--- config.mk ---
export PLATFORM = sky130hd
export DESIGN_NAME = hireg_exec_unit
export DESIGN_NICKNAME = d
export VERILOG_FILES = /design/src/rtl/hireg_pkg.sv /design/src/rtl/hireg_decode.sv /design/src/rtl/hireg_alu.sv /design/src/rtl/hireg_exec_unit.sv
export SDC_FILE = /design/constraint.sdc
export NUM_CORES = 1
export LEC_CHECK = 0
export ABC_CLOCK_PERIOD_IN_PS = 7100
export BUFFER_PORTS_ARGS = -buffer_cell sky130_fd_sc_hd__buf_2
export CORE_MARGIN = 2
export CORE_UTILIZATION = 50
export CTS_BUF_LIST = sky130_fd_sc_hd__clkbuf_16
export DETAILED_ROUTE_END_ITERATION = 10
export PLACE_DENSITY_LB_ADDON = 0.3
export SLEW_MARGIN = 20
export SYNTH_ARGS = -nofsm -noshare
export SYNTH_HDL_FRONTEND = slang
export SYNTH_HIERARCHICAL = 1
export SYNTH_SLANG_ARGS = --single-unit
--- constraint.sdc ---
create_clock -name clk -period 7.1 [get_ports clk]
set_clock_uncertainty 0.1 [all_clocks]
set_input_delay 0.71 -clock clk [delete_from_list [all_inputs] [get_ports clk]]
set_output_delay 0.71 -clock clk [all_outputs]
set_load 0.01 [all_outputs]
--- src/rtl/hireg_pkg.sv ---
package hireg_pkg;
  localparam int INSTR_W = 16;
  localparam int REG_W   = 32;
  localparam int IDX_W   = 4;
  localparam int TAG_W   = 6;
  localparam logic [TAG_W-1:0] CLASS_TAG = 6'b010001;
  localparam logic [IDX_W-1:0] PC_IDX = {IDX_W{1'b1}};

  typedef enum logic [1:0] {
    SUB_ADD = 2'b00,
    SUB_CMP = 2'b01,
    SUB_MOV = 2'b10,
    SUB_BX  = 2'b11
  } subop_e;

  typedef struct packed {
    logic n;
    logic z;
    logic c;
    logic v;
  } nzcv_t;
endpackage

--- src/rtl/hireg_decode.sv ---
module hireg_decode
  import hireg_pkg::*;
(
  input  logic [INSTR_W-1:0] instr,
  output logic               match,
  output subop_e             op,
  output logic [IDX_W-1:0]   src_idx,
  output logic [IDX_W-1:0]   dst_idx
);
  localparam int LO_W = IDX_W - 1;

  always_comb begin
    match   = (instr[INSTR_W-1 -: TAG_W] == CLASS_TAG);
    op      = subop_e'(instr[9:8]);
    src_idx = {instr[6], instr[2*LO_W-1 -: LO_W]};
    dst_idx = {instr[7], instr[LO_W-1:0]};
  end
endmodule

--- src/rtl/hireg_alu.sv ---
module hireg_alu
  import hireg_pkg::*;
#(
  parameter int W = REG_W
) (
  input  logic [W-1:0] dst_val,
  input  logic [W-1:0] src_val,
  output logic [W-1:0] sum,
  output nzcv_t        cmp_flags
);
  logic [W:0]   diff_ext;
  logic [W-1:0] diff;

  always_comb begin
    sum         = dst_val + src_val;
    diff_ext    = {1'b0, dst_val} - {1'b0, src_val};
    diff        = diff_ext[W-1:0];
    cmp_flags.n = diff[W-1];
    cmp_flags.z = (diff == '0);
    cmp_flags.c = ~diff_ext[W];
    cmp_flags.v = ((dst_val[W-1] ^ diff[W-1]) & (~src_val[W-1] ^ diff[W-1]));
  end
endmodule

--- src/rtl/hireg_exec_unit.sv ---
module hireg_exec_unit
  import hireg_pkg::*;
(
  input  logic                 clk,
  input  logic                 rst,
  input  logic                 in_valid,
  input  logic [INSTR_W-1:0]   in_instr,
  output logic [IDX_W-1:0]     rf_raddr_src,
  output logic [IDX_W-1:0]     rf_raddr_dst,
  input  logic [REG_W-1:0]     rf_rdata_src,
  input  logic [REG_W-1:0]     rf_rdata_dst,
  output logic                 rf_we,
  output logic [IDX_W-1:0]     rf_waddr,
  output logic [REG_W-1:0]     rf_wdata,
  output logic [3:0]           flags_nzcv,
  output logic                 isa_state,
  output logic                 pc_written,
  output logic                 illegal_op
);
  logic             dec_match;
  subop_e           dec_op;
  logic [IDX_W-1:0] dec_src, dec_dst;
  logic [REG_W-1:0] alu_sum;
  nzcv_t            alu_flags;
  nzcv_t            flags_q;

  hireg_decode u_decode (
    .instr   (in_instr),
    .match   (dec_match),
    .op      (dec_op),
    .src_idx (dec_src),
    .dst_idx (dec_dst)
  );

  hireg_alu #(.W(REG_W)) u_alu (
    .dst_val   (rf_rdata_dst),
    .src_val   (rf_rdata_src),
    .sum       (alu_sum),
    .cmp_flags (alu_flags)
  );

  assign rf_raddr_src = dec_src;
  assign rf_raddr_dst = dec_dst;
  assign flags_nzcv   = flags_q;

  always_ff @(posedge clk) begin
    if (rst) begin
      flags_q    <= '0;
      isa_state  <= 1'b0;
      rf_we      <= 1'b0;
      rf_waddr   <= '0;
      rf_wdata   <= '0;
      pc_written <= 1'b0;
      illegal_op <= 1'b0;
    end else begin
      rf_we      <= 1'b0;
      pc_written <= 1'b0;
      illegal_op <= 1'b0;
      if (in_valid) begin
        if (!dec_match) begin
          illegal_op <= 1'b1;
        end else begin
          unique case (dec_op)
            SUB_ADD: begin
              rf_we      <= 1'b1;
              rf_waddr   <= dec_dst;
              rf_wdata   <= alu_sum;
              pc_written <= (dec_dst == PC_IDX);
            end
            SUB_CMP: begin
              flags_q <= alu_flags;
            end
            SUB_MOV: begin
              rf_we      <= 1'b1;
              rf_waddr   <= dec_dst;
              rf_wdata   <= rf_rdata_src;
              pc_written <= (dec_dst == PC_IDX);
            end
            SUB_BX: begin
              isa_state  <= rf_rdata_src[0];
              rf_we      <= 1'b1;
              rf_waddr   <= PC_IDX;
              rf_wdata   <= {rf_rdata_src[REG_W-1:1], 1'b0};
              pc_written <= 1'b1;
            end
            default: ;
          endcase
        end
      end
    end
  end
endmodule

* After elaboration in Yosys (flattened, before gate mapping)
Cells that the tools add are included.
** Cells by class
- Equal/unequal tests :: 5
- Multiply operators :: 0
- Divide/modulo/power cells :: 0
- Shifts and indexed selects :: 0
- Reduce and logical (&&, ||, !) cells :: 12
- $add $sub $neg :: 2
- Magnitude comparators :: 0
- Bitwise gates (word level) :: 7
- Mux-type cells :: 5
** Operator list (number)
- case mux 32 bit (3 select lines) :: 1
- subtractor 32 x 32 -> 33 bit :: 1
- adder 32 bit :: 1
- logical NOT 32 bit :: 1
- AND reduction 3 bit :: 4
- case mux 4 bit (2 select lines) :: 1
- equality test 6 x 5 -> 1 bit (second input constant) :: 1
- OR reduction 3 bit :: 2
- equality test 2 bit (second input constant) :: 2
- equality test 4 bit (second input constant) :: 1
- NOT 1 bit :: 4
- OR reduction 2 bit :: 2
- nonzero test 3 bit :: 1
- equality test 2 x 1 -> 1 bit (second input constant) :: 1
- logical NOT 2 bit :: 1
- two-way mux 1 bit :: 2
- case mux 1 bit (2 select lines) :: 1
- nonzero test 2 bit :: 1
- XOR 1 bit :: 2
- bitwise AND 1 bit :: 1
** Word-level totals
- Input port bits :: 83
- Bits in writable memories :: 0
- Latch bits :: 0
- Memories :: 0
- Output and inout port bits :: 52
- Flip-flop bits (word level) :: 44
- Logic and storage cells :: 41
- Bits in read-only memories :: 0

* Depth between registers and ports, before layout
- Depth after elaboration :: 4
- Gate-level depth with buffers :: 15
- Mapped depth without buffers :: 15

* Modules after synthesis
Netlist, hierarchy kept.
** By module, submodules not included
- hireg_alu :: area each 3807.4 µm², seq. area each 0.0 µm², times used 1, cells each 583
- hireg_exec_unit :: area each 1961.9 µm², seq. area each 880.8 µm², times used 1, cells each 155
- hireg_decode :: area each 96.3 µm², seq. area each 0.0 µm², times used 1, cells each 12

* Least setup slack after synthesis
Ideal clock, no wire load.
- Kind :: input port to flip-flop
- Start point :: in rf_rdata_dst[0]
- End point :: reg flags_q (netlist bit flags_nzcv[2])
- Data arrival time :: 3.375 ns
- Setup time :: 0.065 ns
- Buffers on the path :: 0
- Cell stages on the path :: 15
- Setup slack :: 3.560 ns
- Cells stage by stage :: inv_1 ha_1 fa_1 nor2b_4 o31a_1 o21ai_1 o21ai_1 or4b_1 a221oi_1 a31oi_1 nor4_2 nand3_1 nor4_2 mux2i_1 nor2_1
** RTL lines
- from (decl) :: RTL line hireg_exec_unit.sv:11 : input logic [REG_W-1:0] rf_rdata_dst,
- to (signal assigned) :: RTL line hireg_exec_unit.sv:71 : flags_q <= alu_flags;
- to (decl) :: RTL line hireg_exec_unit.sv:25 : nzcv_t flags_q;

* Final worst setup path
- Start point :: in rf_rdata_src[0]
- End point :: reg rf_wdata[30]
** Between the ends
- Longest elaborated chain between the ends :: 2
** Ends and longest elaborated chain
- from (decl) :: RTL line hireg_exec_unit.sv:10 : input logic [REG_W-1:0] rf_rdata_src,
- adder 32 bit :: RTL line hireg_alu.sv:15 : sum = dst_val + src_val;
- via alu_sum[30] :: RTL line hireg_exec_unit.sv:23 : logic [REG_W-1:0] alu_sum;
- case mux 32 bit (3 select lines) :: RTL line hireg_exec_unit.sv:63 : unique case (dec_op)
- to (signal assigned) :: RTL line hireg_exec_unit.sv:67 : rf_wdata <= alu_sum;
- to (signal assigned) :: RTL line hireg_exec_unit.sv:76 : rf_wdata <= rf_rdata_src;
- to (signal assigned) :: RTL line hireg_exec_unit.sv:83 : rf_wdata <= {rf_rdata_src[REG_W-1:1], 1'b0};
- to (decl) :: RTL line hireg_exec_unit.sv:14 : output logic [REG_W-1:0] rf_wdata,
The timed path passes the listed nets, and every way through them passes these cells.
A chain may end at the register's enable or synchronous reset.

==> impl_metrics.csv <==
group,metric,value,unit
run_status,status,"finished clean",
logic_synthesis,syn_avg_cell_area,7.82,um^2
route,post_drt_via_cell_ratio,5.94,
setup_path,crit_top_cell,"o21ai_1",
floorplanning,die_h,112,um
placement,pre_cts_ws,2.57,ns
setup_path,crit_path_max_fanout,4,
clock_tree,ctsHtreeMaxLevel,2,
route,ant_nets,0,
setup_path,critPathRequiredTime,7.22,ns
route,drt_iter0_markers,309,
global_route,grt_pass1_vias,5709,
floorplanning,die_area,12600,um^2
placement,dp_hpwl,13000,um
setup_path,r2r_end,"rf_waddr[1]$_SDFFE_PP0P_",
clock_tree,cts_made_buffers,5,
power_and_ir_drop,peakVddDrop,0.0981,mV
logic_synthesis,synthTopCellsByArea,"dfxtp_1 15%, ha_1 13%, o2bb2ai_2 7.4%",
route,vias,5797,
setup_path,r2r-start,"rf_waddr[1]$_SDFFE_PP0P_",
logic_synthesis,syn_area,5870,um^2
clock_tree,cts_setup_buffers,0,
route,drc_errors,0,
sta,setup_ws,2.72,ns
sta,relSlewSlack,25.8,%
clock_tree,path_clk_slew,0.07,ns
sta,rsz0062_at_grt,"false",
floorplanning,io_pins,135,
clock_tree,tritoncts,"built",
logic_synthesis,netlist.area_leader.share,15.0,%
logic_synthesis,synthFlopType,"dfxtp_1",
setup_path,critPathMaxStageDelay,0.69,ns
setup_path,startpoint,"rf_rdata_src[0]",
setup_path,critical_path.slowest_cell,"a221oi_1",
logic_synthesis,yosysTopAreaCell,"dfxtp_1",
route,drtPass1Iterations,5,
global_route,grt_max_degree,37,
setup_path,critPathLaunchType,"primary input",
route,routed_wl,16600,um
placement,port_buffers,126,
finish,nNetsFinal,980,
sta,final_max_slew_viol_count,0,
power_and_ir_drop,fin_total_pwr,954,uW
sta,totalNegativeSetupSlack,0,ns
placement,routabilityCongestion,0.901,
floorplanning,start_util,51.4,%
clock_tree,cts-root-buf,"clkbuf_16",
global_route,grt_overflow,0,
setup_path,cp-endpoint,"rf_wdata[30]$_SDFFE_PP0P_",
route,routedWlPerCell,17.0,um
logic_synthesis,ys_seq_elements,44,
clock_tree,clock_path_buffers,2,
sta,hold_viol,0,
setup_path,worstSetupEndpointType,"register",
logic_synthesis,async_reset_ff_share,0,%
sta,period_needed,4.38,ns
global_route,grt_usage,25.6,%
finish,drive_gt1_share,22.1,%
sta,setup_viol,0,
global_route,antenna_found_initial,0,
clock_tree,postCtsHoldBufs,0,
setup_path,crit_chain,"buf_2 -> ha_1 -> inv_1 -> fa_1 -> nor2_1 -> o311ai_1 -> a2111oi_1 -> o21ai_1 -> a221oi_1 -> nand3_1 -> nand2_1 -> a311oi_1 -> o21ai_1 -> xnor2_1 -> mux2i_1 -> o2bb2ai_2",
floorplanning,fp.dieW,112,um
power_and_ir_drop,power_leakage,3.08,nW
min_path,hp-class,"register to register",
logic_synthesis,synth-edff-count,0,
logic_synthesis,yosys_warnings,6,
floorplanning,num_rows,39,
logic_synthesis,ys_types,81,
finish,n_antenna_cell,0,
sta,tightest_slew,1.11,ns
power_and_ir_drop,power.density,145,nW/um^2
setup_path,ff2ff_setup_slack,6.33,ns
finish,utilization,57.5,%
clock_tree,insertion_delay,0.29,ns
clock_tree,cts.sinks,44,
logic_synthesis,synthesis.nets,898,
setup_path,crit_type,"primary input to register",
clock_tree,post_cts_resized,0,
floorplanning,core_area,11400,um^2
setup_path,crit_arrival,4.51,ns
flow_run,cap_violations,0,
setup_path,rr_worst_depth,2,
finish,syn_to_final_growth,11.9,%
global_route,grt_pass1_wl,27100,um
sta,fmax,228,MHz
logic_synthesis,yosysSeqAreaShare,15.0,%
sta,finalCritPeriodShare,61.7,%
logic_synthesis,synthesis.instances,750,
==> layout make-up <==
cell class | instances | area, um^2
Tap cell | 143 | 179
Clock buffer | 5 | 125
Fill cell | 1082 | 4860
Sequential cell | 44 | 881
Timing Repair Buffer | 128 | 646
Clock inverter | 3 | 42.5
Inverter | 70 | 263
Multi-Input combinational cell | 583 | 4430
==> cells by family after synthesis <==
kind of cell	synth area share, %
mux	6.31
buf+inv	9.66
flops	15.0
compound gates	32.0
xor+xnor	5.52
simple gates	17.4
fa+ha+maj	14.1
==> state kept, by name, summed over array words and instances (netlist names) <==
register and count:
illegal_op 1, isa_state 1, rf_wdata 32, flags_nzcv 4, rf_waddr 4, pc_written 1, rf_we 1
==> worst min-delay path by stage <==
stage,start,endpoint,cells past startpoint
2_1_floorplan,rf_wdata[9]$_SDFFE_PP0P_,rf_wdata[9]$_SDFFE_PP0P_,1
3_3_place_gp,rf_wdata[10]$_SDFFE_PP0P_,rf_wdata[10]$_SDFFE_PP0P_,1
3_5_place_dp,rf_wdata[10]$_SDFFE_PP0P_,rf_wdata[10]$_SDFFE_PP0P_,1
4_1_cts,rf_wdata[10]$_SDFFE_PP0P_,rf_wdata[10]$_SDFFE_PP0P_,1
5_1_grt,rf_wdata[10]$_SDFFE_PP0P_,rf_wdata[10]$_SDFFE_PP0P_,1
6_report,rf_wdata[9]$_SDFFE_PP0P_,rf_wdata[9]$_SDFFE_PP0P_,1
==> report_power, final <==
| part | switching [mW] | leakage (nW) | internal (mW) |
|---|---|---|---|
| Clock | 0.109 | 0.0814 | 0.166 |
| Sequential | 0.000623 | 0.355 | 0.248 |
| Combinational | 0.262 | 2.64 | 0.169 |
| Total | 0.371 | 3.08 | 0.583 |
==> worst max-delay path, delay by kind of cell <==
| family | cells | cell delay [ns] |
|---|---|---|
| AO/OA/AOI/OAI | 7 | 2.24 |
| XOR/XNOR | 1 | 0.13 |
| adder cells (fa/ha/maj) | 2 | 0.60 |
| buffers and inverters | 2 | 0.20 |
| multiplexers | 1 | 0.09 |
| AND/OR/NAND/NOR | 3 | 0.52 |
==> synth_stat cells, types with 4 or more instances <==
| cell type | count |
|---|---|
| o21a_1 | 6 |
| o21bai_1 | 9 |
| a211o_1 | 5 |
| buf_4 | 14 |
| xor2_1 | 9 |
| o2bb2ai_2 | 29 |
| nor2_1 | 78 |
| a21oi_1 | 65 |
| mux2i_1 | 37 |
| clkbuf_1 | 16 |
| or3_1 | 5 |
| ha_1 | 63 |
| a22oi_1 | 4 |
| o2bb2ai_1 | 4 |
| nand2_1 | 35 |
| a21o_1 | 8 |
| xnor2_1 | 28 |
| nand4_1 | 10 |
| a221oi_1 | 8 |
| nor2b_1 | 5 |
| nor3b_1 | 4 |
| o2111ai_1 | 4 |
| inv_2 | 4 |
| a31oi_1 | 9 |
| a211oi_1 | 7 |
| inv_1 | 65 |
| o31ai_1 | 9 |
| nand3_1 | 11 |
| nor3_1 | 18 |
| nand2b_1 | 15 |
| o21ai_1 | 13 |
| buf_2 | 17 |
| buf_6 | 4 |
| o21ai_0 | 20 |
| dfxtp_1 | 44 |
==> metrics by stage <==
step	hold slack, ns	cells	cell area (um^2)
6_report	0.364	976	6560
5_1_grt	0.378	976	6560
4_1_cts	0.366	976	6560
3_5_place_dp	0.341	968	6390
3_3_place_gp	0.340	968	6390
2_1_floorplan	0.391	750	5870
==> placed cells by master (no fill, tap or decap), types with 10 or more instances in the layout <==
| cell | count |
|---|---|
| nand4_1 | 10 |
| nor3_1 | 18 |
| buf_2 | 126 |
| mux2i_1 | 37 |
| nand3_1 | 11 |
| xnor2_1 | 28 |
| nand2b_1 | 15 |
| dfxtp_1 | 44 |
| nand2_1 | 35 |
| inv_1 | 65 |
| nor2_1 | 78 |
| ha_1 | 63 |
| o21ai_0 | 20 |
| a21oi_1 | 65 |
| o2bb2ai_2 | 29 |
| o21ai_1 | 13 |
==> metal layers <==
metal	GRT usage, %	up-vias	routed length [um]
li1	-	2871	-
met1	33.4	2716	7490
met2	44.2	183	7970
met3	2.86	27	756
met4	8.62	0	374
met5	0	-	0
Note: power is estimated with default switching activity, not from simulation.
